**config.mk**
```make
export PLATFORM = sky130hd
export DESIGN_NAME = rmii_mii_adapter
export DESIGN_NICKNAME = d
export VERILOG_FILES = /design/src/rtl/rmii_adapter_pkg.sv /design/src/rtl/rmii_tx_assembler.sv /design/src/rtl/rmii_rx_fifo.sv /design/src/rtl/rmii_rx_serializer.sv /design/src/rtl/rmii_mii_adapter.sv
export SDC_FILE = /design/constraint.sdc
export NUM_CORES = 1
export LEC_CHECK = 0
export BUFFER_PORTS_ARGS = -buffer_cell sky130_fd_sc_hd__buf_2
export CAP_MARGIN = 20
export CORE_ASPECT_RATIO = 1.2
export CORE_MARGIN = 5
export CORE_UTILIZATION = 55
export CTS_BUF_LIST = sky130_fd_sc_hd__clkbuf_2
export DETAILED_ROUTE_END_ITERATION = 7
export GPL_TIMING_DRIVEN = 0
export HOLD_SLACK_MARGIN = 0.1
export PLACE_DENSITY = 0.72
export SLEW_MARGIN = 40
export SYNTH_ARGS = -nofsm -noshare
export SYNTH_HDL_FRONTEND = slang
export SYNTH_SLANG_ARGS = --single-unit
```
**constraint.sdc**
```tcl
create_clock -name clk_i -period 3.65 [get_ports clk_i]
set_input_delay 0.73 -clock clk_i [delete_from_list [all_inputs] [get_ports clk_i]]
set_output_delay 0.73 -clock clk_i [all_outputs]
set_load 0.02 [all_outputs]
```
**src/rtl/rmii_adapter_pkg.sv**
```systemverilog
package rmii_adapter_pkg;
  typedef struct packed {
    logic       err;
    logic [3:0] nib;
  } rx_entry_t;
endpackage

```
**src/rtl/rmii_tx_assembler.sv**
```systemverilog
module rmii_tx_assembler #(
  parameter int unsigned SLOT_10M = 10
) (
  input  logic       clk_i,
  input  logic       rst_ni,
  input  logic       speed_100_i,
  input  logic       tx_en_i,
  input  logic [1:0] txd_i,
  output logic [3:0] nib_o,
  output logic       nib_valid_o
);
  localparam int unsigned CW = $clog2(SLOT_10M);

  logic [CW-1:0] cnt_q;
  logic          half_q;
  logic [1:0]    low_q;
  logic          take;

  assign take = tx_en_i && (speed_100_i || cnt_q == '0);

  always_ff @(posedge clk_i or negedge rst_ni) begin
    if (!rst_ni) begin
      cnt_q       <= '0;
      half_q      <= 1'b0;
      low_q       <= '0;
      nib_o       <= '0;
      nib_valid_o <= 1'b0;
    end else begin
      nib_valid_o <= 1'b0;
      if (!tx_en_i) begin
        cnt_q  <= '0;
        half_q <= 1'b0;
      end else begin
        cnt_q <= (cnt_q == CW'(SLOT_10M - 1)) ? '0 : cnt_q + 1'b1;
      end
      if (take) begin
        if (!half_q) begin
          low_q  <= txd_i;
          half_q <= 1'b1;
        end else begin
          nib_o       <= {txd_i, low_q};
          nib_valid_o <= 1'b1;
          half_q      <= 1'b0;
        end
      end
    end
  end

  AST_TX_STROBE_IN_FRAME: assert property (@(posedge clk_i) disable iff (!rst_ni)
    nib_valid_o |-> ($past(tx_en_i) && $past(rst_ni)));
endmodule

```
**src/rtl/rmii_rx_fifo.sv**
```systemverilog
module rmii_rx_fifo
  import rmii_adapter_pkg::*;
#(
  parameter int unsigned DEPTH = 4
) (
  input  logic      clk_i,
  input  logic      rst_ni,
  input  logic      push_i,
  input  rx_entry_t entry_i,
  input  logic      pop_i,
  output rx_entry_t entry_o,
  output logic      empty_o
);
  localparam int unsigned AW = $clog2(DEPTH);

  rx_entry_t   mem_q [DEPTH];
  logic [AW:0] wr_q, rd_q;
  logic        full;

  assign empty_o = (wr_q == rd_q);
  assign full    = (wr_q[AW-1:0] == rd_q[AW-1:0]) && (wr_q[AW] != rd_q[AW]);
  assign entry_o = mem_q[rd_q[AW-1:0]];

  always_ff @(posedge clk_i or negedge rst_ni) begin
    if (!rst_ni) begin
      wr_q <= '0;
      rd_q <= '0;
      for (int i = 0; i < DEPTH; i++) mem_q[i] <= '0;
    end else begin
      if (push_i && !full) begin
        mem_q[wr_q[AW-1:0]] <= entry_i;
        wr_q                <= wr_q + 1'b1;
      end
      if (pop_i && !empty_o) rd_q <= rd_q + 1'b1;
    end
  end

  AST_NO_POP_EMPTY: assert property (@(posedge clk_i) disable iff (!rst_ni)
    pop_i |-> !empty_o);
endmodule

```
**src/rtl/rmii_rx_serializer.sv**
```systemverilog
module rmii_rx_serializer
  import rmii_adapter_pkg::*;
#(
  parameter int unsigned SLOT_10M = 10
) (
  input  logic       clk_i,
  input  logic       rst_ni,
  input  logic       speed_100_i,
  input  logic       empty_i,
  input  rx_entry_t  entry_i,
  output logic       pop_o,
  output logic       busy_o,
  output logic       phase_hi_o,
  output logic [1:0] rxd_o,
  output logic       rx_er_o
);
  localparam int unsigned CW = $clog2(SLOT_10M);

  logic [CW-1:0] cnt_q;
  logic          busy_q, phase_q, err_q;
  logic [3:0]    nib_q;
  logic          last_slot;

  assign last_slot = speed_100_i || (cnt_q == CW'(SLOT_10M - 1));
  assign pop_o     = (!busy_q || (last_slot && phase_q)) && !empty_i;

  always_ff @(posedge clk_i or negedge rst_ni) begin
    if (!rst_ni) begin
      cnt_q   <= '0;
      busy_q  <= 1'b0;
      phase_q <= 1'b0;
      err_q   <= 1'b0;
      nib_q   <= '0;
    end else if (pop_o) begin
      busy_q  <= 1'b1;
      phase_q <= 1'b0;
      cnt_q   <= '0;
      nib_q   <= entry_i.nib;
      err_q   <= entry_i.err && speed_100_i;  // errors only flagged at 100 Mb/s
    end else if (busy_q) begin
      if (last_slot) begin
        cnt_q <= '0;
        if (phase_q) busy_q  <= 1'b0;
        else         phase_q <= 1'b1;
      end else begin
        cnt_q <= cnt_q + 1'b1;
      end
    end
  end

  assign busy_o     = busy_q;
  assign phase_hi_o = phase_q;
  assign rx_er_o    = busy_q && err_q;
  always_comb begin
    if (!busy_q)     rxd_o = 2'b00;
    else if (err_q)  rxd_o = 2'b01;
    else if (phase_q) rxd_o = nib_q[3:2];
    else             rxd_o = nib_q[1:0];
  end

  AST_SLOT_HOLD: assert property (@(posedge clk_i) disable iff (!rst_ni)
    (busy_q && cnt_q != '0) |-> $stable(rxd_o));
  AST_ERR_PATTERN: assert property (@(posedge clk_i) disable iff (!rst_ni)
    rx_er_o |-> (rxd_o == 2'b01));
endmodule

```
**src/rtl/rmii_mii_adapter.sv**
```systemverilog
module rmii_mii_adapter
  import rmii_adapter_pkg::*;
#(
  parameter int unsigned SLOT_10M   = 10,
  parameter int unsigned FIFO_DEPTH = 4
) (
  input  logic       clk_i,
  input  logic       rst_ni,
  input  logic       speed_100_i,
  input  logic       rmii_tx_en_i,
  input  logic [1:0] rmii_txd_i,
  output logic [3:0] mii_txd_o,
  output logic       mii_tx_valid_o,
  input  logic [3:0] mii_rxd_i,
  input  logic       mii_rx_valid_i,
  input  logic       mii_rx_er_i,
  input  logic       mii_crs_i,
  output logic       rmii_crs_dv_o,
  output logic [1:0] rmii_rxd_o,
  output logic       rmii_rx_er_o
);
  rx_entry_t wr_entry, rd_entry;
  logic      fifo_empty, pop, busy, phase_hi, crs_q;

  rmii_tx_assembler #(.SLOT_10M(SLOT_10M)) u_tx (
    .clk_i       (clk_i),
    .rst_ni      (rst_ni),
    .speed_100_i (speed_100_i),
    .tx_en_i     (rmii_tx_en_i),
    .txd_i       (rmii_txd_i),
    .nib_o       (mii_txd_o),
    .nib_valid_o (mii_tx_valid_o)
  );

  assign wr_entry.err = mii_rx_er_i;
  assign wr_entry.nib = mii_rxd_i;

  rmii_rx_fifo #(.DEPTH(FIFO_DEPTH)) u_fifo (
    .clk_i   (clk_i),
    .rst_ni  (rst_ni),
    .push_i  (mii_rx_valid_i),
    .entry_i (wr_entry),
    .pop_i   (pop),
    .entry_o (rd_entry),
    .empty_o (fifo_empty)
  );

  rmii_rx_serializer #(.SLOT_10M(SLOT_10M)) u_ser (
    .clk_i       (clk_i),
    .rst_ni      (rst_ni),
    .speed_100_i (speed_100_i),
    .empty_i     (fifo_empty),
    .entry_i     (rd_entry),
    .pop_o       (pop),
    .busy_o      (busy),
    .phase_hi_o  (phase_hi),
    .rxd_o       (rmii_rxd_o),
    .rx_er_o     (rmii_rx_er_o)
  );

  always_ff @(posedge clk_i or negedge rst_ni) begin
    if (!rst_ni) crs_q <= 1'b0;
    else         crs_q <= mii_crs_i;
  end

  // after carrier loss, valid follows the low di-bit of each queued nibble
  assign rmii_crs_dv_o = crs_q || (busy && !phase_hi);

  AST_CRSDV_ON_CARRIER: assert property (@(posedge clk_i) disable iff (!rst_ni)
    ($past(mii_crs_i) && $past(rst_ni)) |-> rmii_crs_dv_o);
endmodule

```
# --- After elaboration in Yosys (flattened, before gate mapping) ---
# Cells that the tools add are included.
word_totals:
  reg_bits: 50
  inputBits: 13
  output_inout_bits: 9
op_classes:
  n_eq_ne: 6
  mux: 26
  n_addsub: 4
  order_cmp: 3
  reduce_logical: 24
  bitwise: 3
op_table:
  columns: ["cell", "count"]
  rows:
  - ["bitwise mux 20 bit", 1]
  - ["2-to-1 mux 4 bit", 5]
  - ["2-to-1 mux 5 bit", 3]
  - ["2-to-1 mux 1 bit", 12]
  - ["binary-select mux 5 bit (select 2 bit)", 1]
  - ["demux 5 bit (select 2 bit)", 1]
  - ["logical AND 1 bit", 10]
  - ["adder 4 x 1 -> 4 bit (second input constant)", 2]
  - ["equality test 4 bit (second input constant)", 2]
  - ["adder 3 x 1 -> 3 bit (second input constant)", 2]
  - [">= comparator 3 bit (second input constant)", 2]
  - ["2-to-1 mux 2 bit", 3]
  - ["inverter 2 -> 3 bit", 2]
  - ["AND reduction 2 bit", 3]
  - ["zero test 1 bit", 4]
  - ["zero test 4 bit", 1]
  - ["logical OR 1 bit", 4]
  - ["nonzero test 2 bit", 2]
  - ["equality test 3 bit", 1]
  - ["less-than comparator 3 x 1 -> 1 bit (second input constant)", 1]
  - ["equality test 2 bit", 1]
  - ["inequality test 2 x 1 -> 1 bit (second input constant)", 1]
  - ["inequality test 1 bit", 1]
  - ["inverter 1 bit", 1]

# --- Longest topological paths before layout ---
logic_depth:
  depth_word: 7
  depth_mapped: 6

# --- Cells and area by module ---
# Synthesis repeated with hierarchy kept, for this count alone.
hier_totals:
  hier_cells: 187
  area_unflattened_um2: 2511.2
by_module_without_submodules:
  columns: ["mod", "instances", "seq_area_each_um2", "cells_per_inst", "area_per_inst_um2"]
  rows:
  - ["rmii_rx_fifo", 1, 650.6, 91, 1320.0]
  - ["rmii_rx_serializer", 1, 275.3, 52, 598.1]
  - ["rmii_tx_assembler", 1, 300.3, 41, 556.8]
  - ["rmii_mii_adapter", 1, 25.0, 3, 36.3]

# --- Worst setup path after synthesis ---
# Ideal clock, no wire load.
synth_path:
  kind: "reg-to-output"
  from: "register u_ser.phase_q, in the netlist u_ser.phase_hi_o"
  to: "output rmii_rxd_o[0]"
  required_ps: 2920
  stages_incl_launch_ff: 4
  setup_slack_ps: 1825
  t_arrival_ps: 1095
  cell_sequence: "dfrtp_1 -> buf_6 -> mux2i_1 -> a21boi_0"
synth_via:
  elab_chain_cells: 3
synth_rtl:
  columns: ["element", "line", "source"]
  rows:
  - ["start, declared", "rmii_rx_serializer.sv:20", "logic busy_q, phase_q, err_q;"]
  - ["start signal, assigned", "rmii_rx_serializer.sv:31", "phase_q <= 1'b0;"]
  - ["start signal, assigned", "rmii_rx_serializer.sv:36", "phase_q <= 1'b0;"]
  - ["start signal, assigned", "rmii_rx_serializer.sv:44", "else phase_q <= 1'b1;"]
  - ["2-to-1 mux 2 bit", "rmii_rx_serializer.sv:57", "else if (phase_q) rxd_o = nib_q[3:2];"]
  - ["2-to-1 mux 2 bit", "rmii_rx_serializer.sv:56", "else if (err_q) rxd_o = 2'b01;"]
  - ["2-to-1 mux 2 bit", "rmii_rx_serializer.sv:55", "if (!busy_q) rxd_o = 2'b00;"]
  - ["end, declared", "rmii_mii_adapter.sv:19", "output logic [1:0] rmii_rxd_o,"]
# Every way passes these cells.

# --- Worst setup path after layout ---
layout_path:
  from: "register u_ser.phase_q, in the netlist u_ser.phase_hi_o"
  to: "output rmii_rxd_o[1]"
# Same word-level chain as after synthesis.

==> results.sh <==
export IMPL_cts_tree="done"
export IMPL_hpwl_um=3130
export IMPL_route_detailed_drc=0
export IMPL_power_static_leakage_uw=0.00125
export IMPL_die_height_um=83.4
export IMPL_ios=22
export IMPL_placementRows=26
export IMPL_path_cells="buf_6, mux2_2, and3_1, buf_2"
export IMPL_outcome="finished clean"
export IMPL_final_setup_viol_count=0
export IMPL_via_per_inst=5.47
export IMPL_synth_top_area_share_pct=50.7
export IMPL_clkTransAtPathRegs_ns=0.26
export IMPL_cts_root_buf="clkbuf_2"
export IMPL_portBuffers=21
export IMPL_cts_setup_buffers=0
export IMPL_layout_common_cells="dfrtp_1 (50), mux2_2 (26), buf_2 (20)"
export IMPL_synth_seq_cells=50
export IMPL_cts_made_buffers=5
export IMPL_drt_iter0_drc=48
export IMPL_yosysSeqAreaShare_pct=50.7
export IMPL_grtUsageMet3_pct=4.47
export IMPL_synth_edf_count=0
export IMPL_top_usage_layer="met2"
export IMPL_h_tree_depth=2
export IMPL_grt_overflow_total=0
export IMPL_antenna_found_initial=0
export IMPL_use_met1_pct=19.4
export IMPL_hold_path_class="input port to async pin"
export IMPL_synth_cell_types=43
export IMPL_place_inst=249
export IMPL_dp_slack_ns=1.81
export IMPL_async_reset_ff_share_pct=100
export IMPL_grt_pass1_wl_um=7400
export IMPL_required_ns=2.92
export IMPL_ir_worst_vdd_mv=0.389
export IMPL_track_usage_pct=15.7
export IMPL_cts_hold_buf=0
export IMPL_report_final_slew_viol_count=0
export IMPL_max_freq_mhz=432
export IMPL_rsz0062_at_grt="no"
export IMPL_slowest_delay_ns=0.40
export IMPL_clk_path_buf_depth=2
export IMPL_cts_resized_gates=0
export IMPL_wl_per_cell_um=16.2
export IMPL_worst_slew_pin_slew_ns=0.617
export IMPL_relSlewSlack_pct=58.9
export IMPL_crit_buf_inv=2
export IMPL_critPathSlowestCell="dfrtp_1"
export IMPL_worstSetupStartpointType="register"
export IMPL_syn_nets=195
export IMPL_fp_dieW_um=71.2
export IMPL_yosys_top_cells_area="dfrtp_1 (51%), mux2_2 (12%), mux4_1 (5.3%), ha_1 (5.1%), mux2_4 (3.0%)"
export IMPL_finalHoldViolCount=0
export IMPL_cts_sinks=50
export IMPL_nets=223
export IMPL_worstPathArrival_ns=1.59
export IMPL_period_share_pct=63.4
export IMPL_end_kind="output pin"
export IMPL_synth_avg_cell_area_um2=14.4
export IMPL_grt_max_degree=51
export IMPL_r2r_start="u_ser.cnt_q[1]"
export IMPL_ant_nets=0
export IMPL_grt_pass1_vias=1549
export IMPL_synthFlopType="dfrtp_1"
export IMPL_grt_use_met2_pct=26.5
export IMPL_synth_yosys_warnings=0
export IMPL_worstSkewPairLatency_ns=0.42
export IMPL_critPathMaxFanout=7
export IMPL_synthCells=172
export IMPL_die_area_um2=5940
export IMPL_startpoint="u_ser.phase_hi_o"
export IMPL_initial_core_util_pct=57.5
export IMPL_gp_congestion=0.771
export IMPL_final_common_cell="dfrtp_1"
export IMPL_power_total_uw=2240
export IMPL_worst_slack_ns=1.33
export IMPL_wl_um=4160
export IMPL_crit_family="flip-flops"
export IMPL_syn_to_final_growth_pct=9.07
export IMPL_dr_total_vias=1405
export IMPL_fin_skew_ns=0.0194
export IMPL_coreArea_um2=4290
export IMPL_fin_crit_ns=2.32
export IMPL_instances_no_fill=257
export IMPL_synth_top_area_cell="dfrtp_1"
export IMPL_firstDrtPassIters=4
export IMPL_syn_cell_area_um2=2470
export IMPL_diodes=0
export IMPL_power_density_nw_per_um2=830
export IMPL_finalSetupTns_ns=0
export IMPL_drv_cap=0
export IMPL_path_class="register to output pin"
export IMPL_num_fill_cells=364
export IMPL_drive_gt1_share_pct=39.3
layer usage:
| layer | up-vias | share of wire (%) |
|---|---|---|
| met2 | 26 | 53 |
| met1 | 700 | 42 |
| met4 | 0 | 1.3 |
| met3 | 7 | 3.9 |
| met5 | - | 0 |
| li1 | 672 | - |
cells in the mapped netlist (2+ instances only):
master and number:
mux2i_1 4, mux4_1 5, o21ai_0 4, buf_6 2
nand3_4 3, nand2_1 9, nand3b_1 2, xnor2_1 5
mux2_4 5, dfrtp_1 50, xnor2_2 2, nand3_2 2
nor2_1 2, nand3_1 3, mux2_1 2, and2_1 3
mux2_2 26, ha_1 10, inv_1 7, and3_1 3
area by class of cell:
| cell class | instances | area, um^2 | area share (%) |
|---|---|---|---|
| Clock buffer | 5 | 25.0 | 0.929 |
| Inverter | 8 | 30.0 | 1.11 |
| Timing Repair Buffer | 21 | 108 | 3.99 |
| Multi-Input combinational cell | 111 | 1160 | 43.0 |
| Sequential cell | 50 | 1250 | 46.4 |
| Clock inverter | 3 | 21.3 | 0.790 |
| Tap cell | 56 | 70.1 | 2.60 |
| Buffer | 3 | 30.0 | 1.11 |
flip-flops by register name, indices dropped and copies added (netlist names):
signal and count:
u_ser.err_q 1, u_ser.nib_q 4, u_ser.busy_o 1, u_fifo.wr_q 3, u_tx.low_q 2, u_tx.half_q 1
u_fifo.mem_q 20, u_tx.nib_o 4, u_tx.cnt_q 4, u_ser.cnt_q 4, crs_q 1, u_ser.phase_hi_o 1
u_fifo.rd_q 3, u_tx.nib_valid_o 1
power breakdown:
| group | internal (uW) | switching, uW |
|---|---|---|
| registers | 787 | 158 |
| logic | 580 | 491 |
| clock network | 47.2 | 174 |
| total | 1410 | 822 |
cells by family after synthesis:
kind of cell	count (synthesis)	share of synthesized area, %
simple gates	36	10.3
flops	50	50.7
mux	42	22.7
buf+inv	11	2.43
fa+ha+maj	10	5.07
xor+xnor	9	4.10
compound gates	14	4.66
final timing paths:
kind,end,slack (ns),cells after the start
max,rmii_rxd_o[1],1.33,4
min reg2reg,u_ser.cnt_q[3],0.51,1
max reg2reg,u_ser.nib_q[3],1.90,6
min in group clk_i,crs_q,0.41,1
min,u_tx.cnt_q[0],0.28,1
max in group asynchronous,u_fifo.mem_q[16],2.95,1
through the flow:
step           util [%]  hold WS [ns]  cell area, um^2
2_1_floorplan         -         0.434             2470
3_3_place_gp       61.6         0.469             2650
3_5_place_dp       61.7         0.477             2650
4_1_cts            62.7         0.265             2690
5_1_grt            62.7         0.257             2690
6_report           62.7         0.279             2690
No activity file was read; power rests on OpenSTA's default activity.
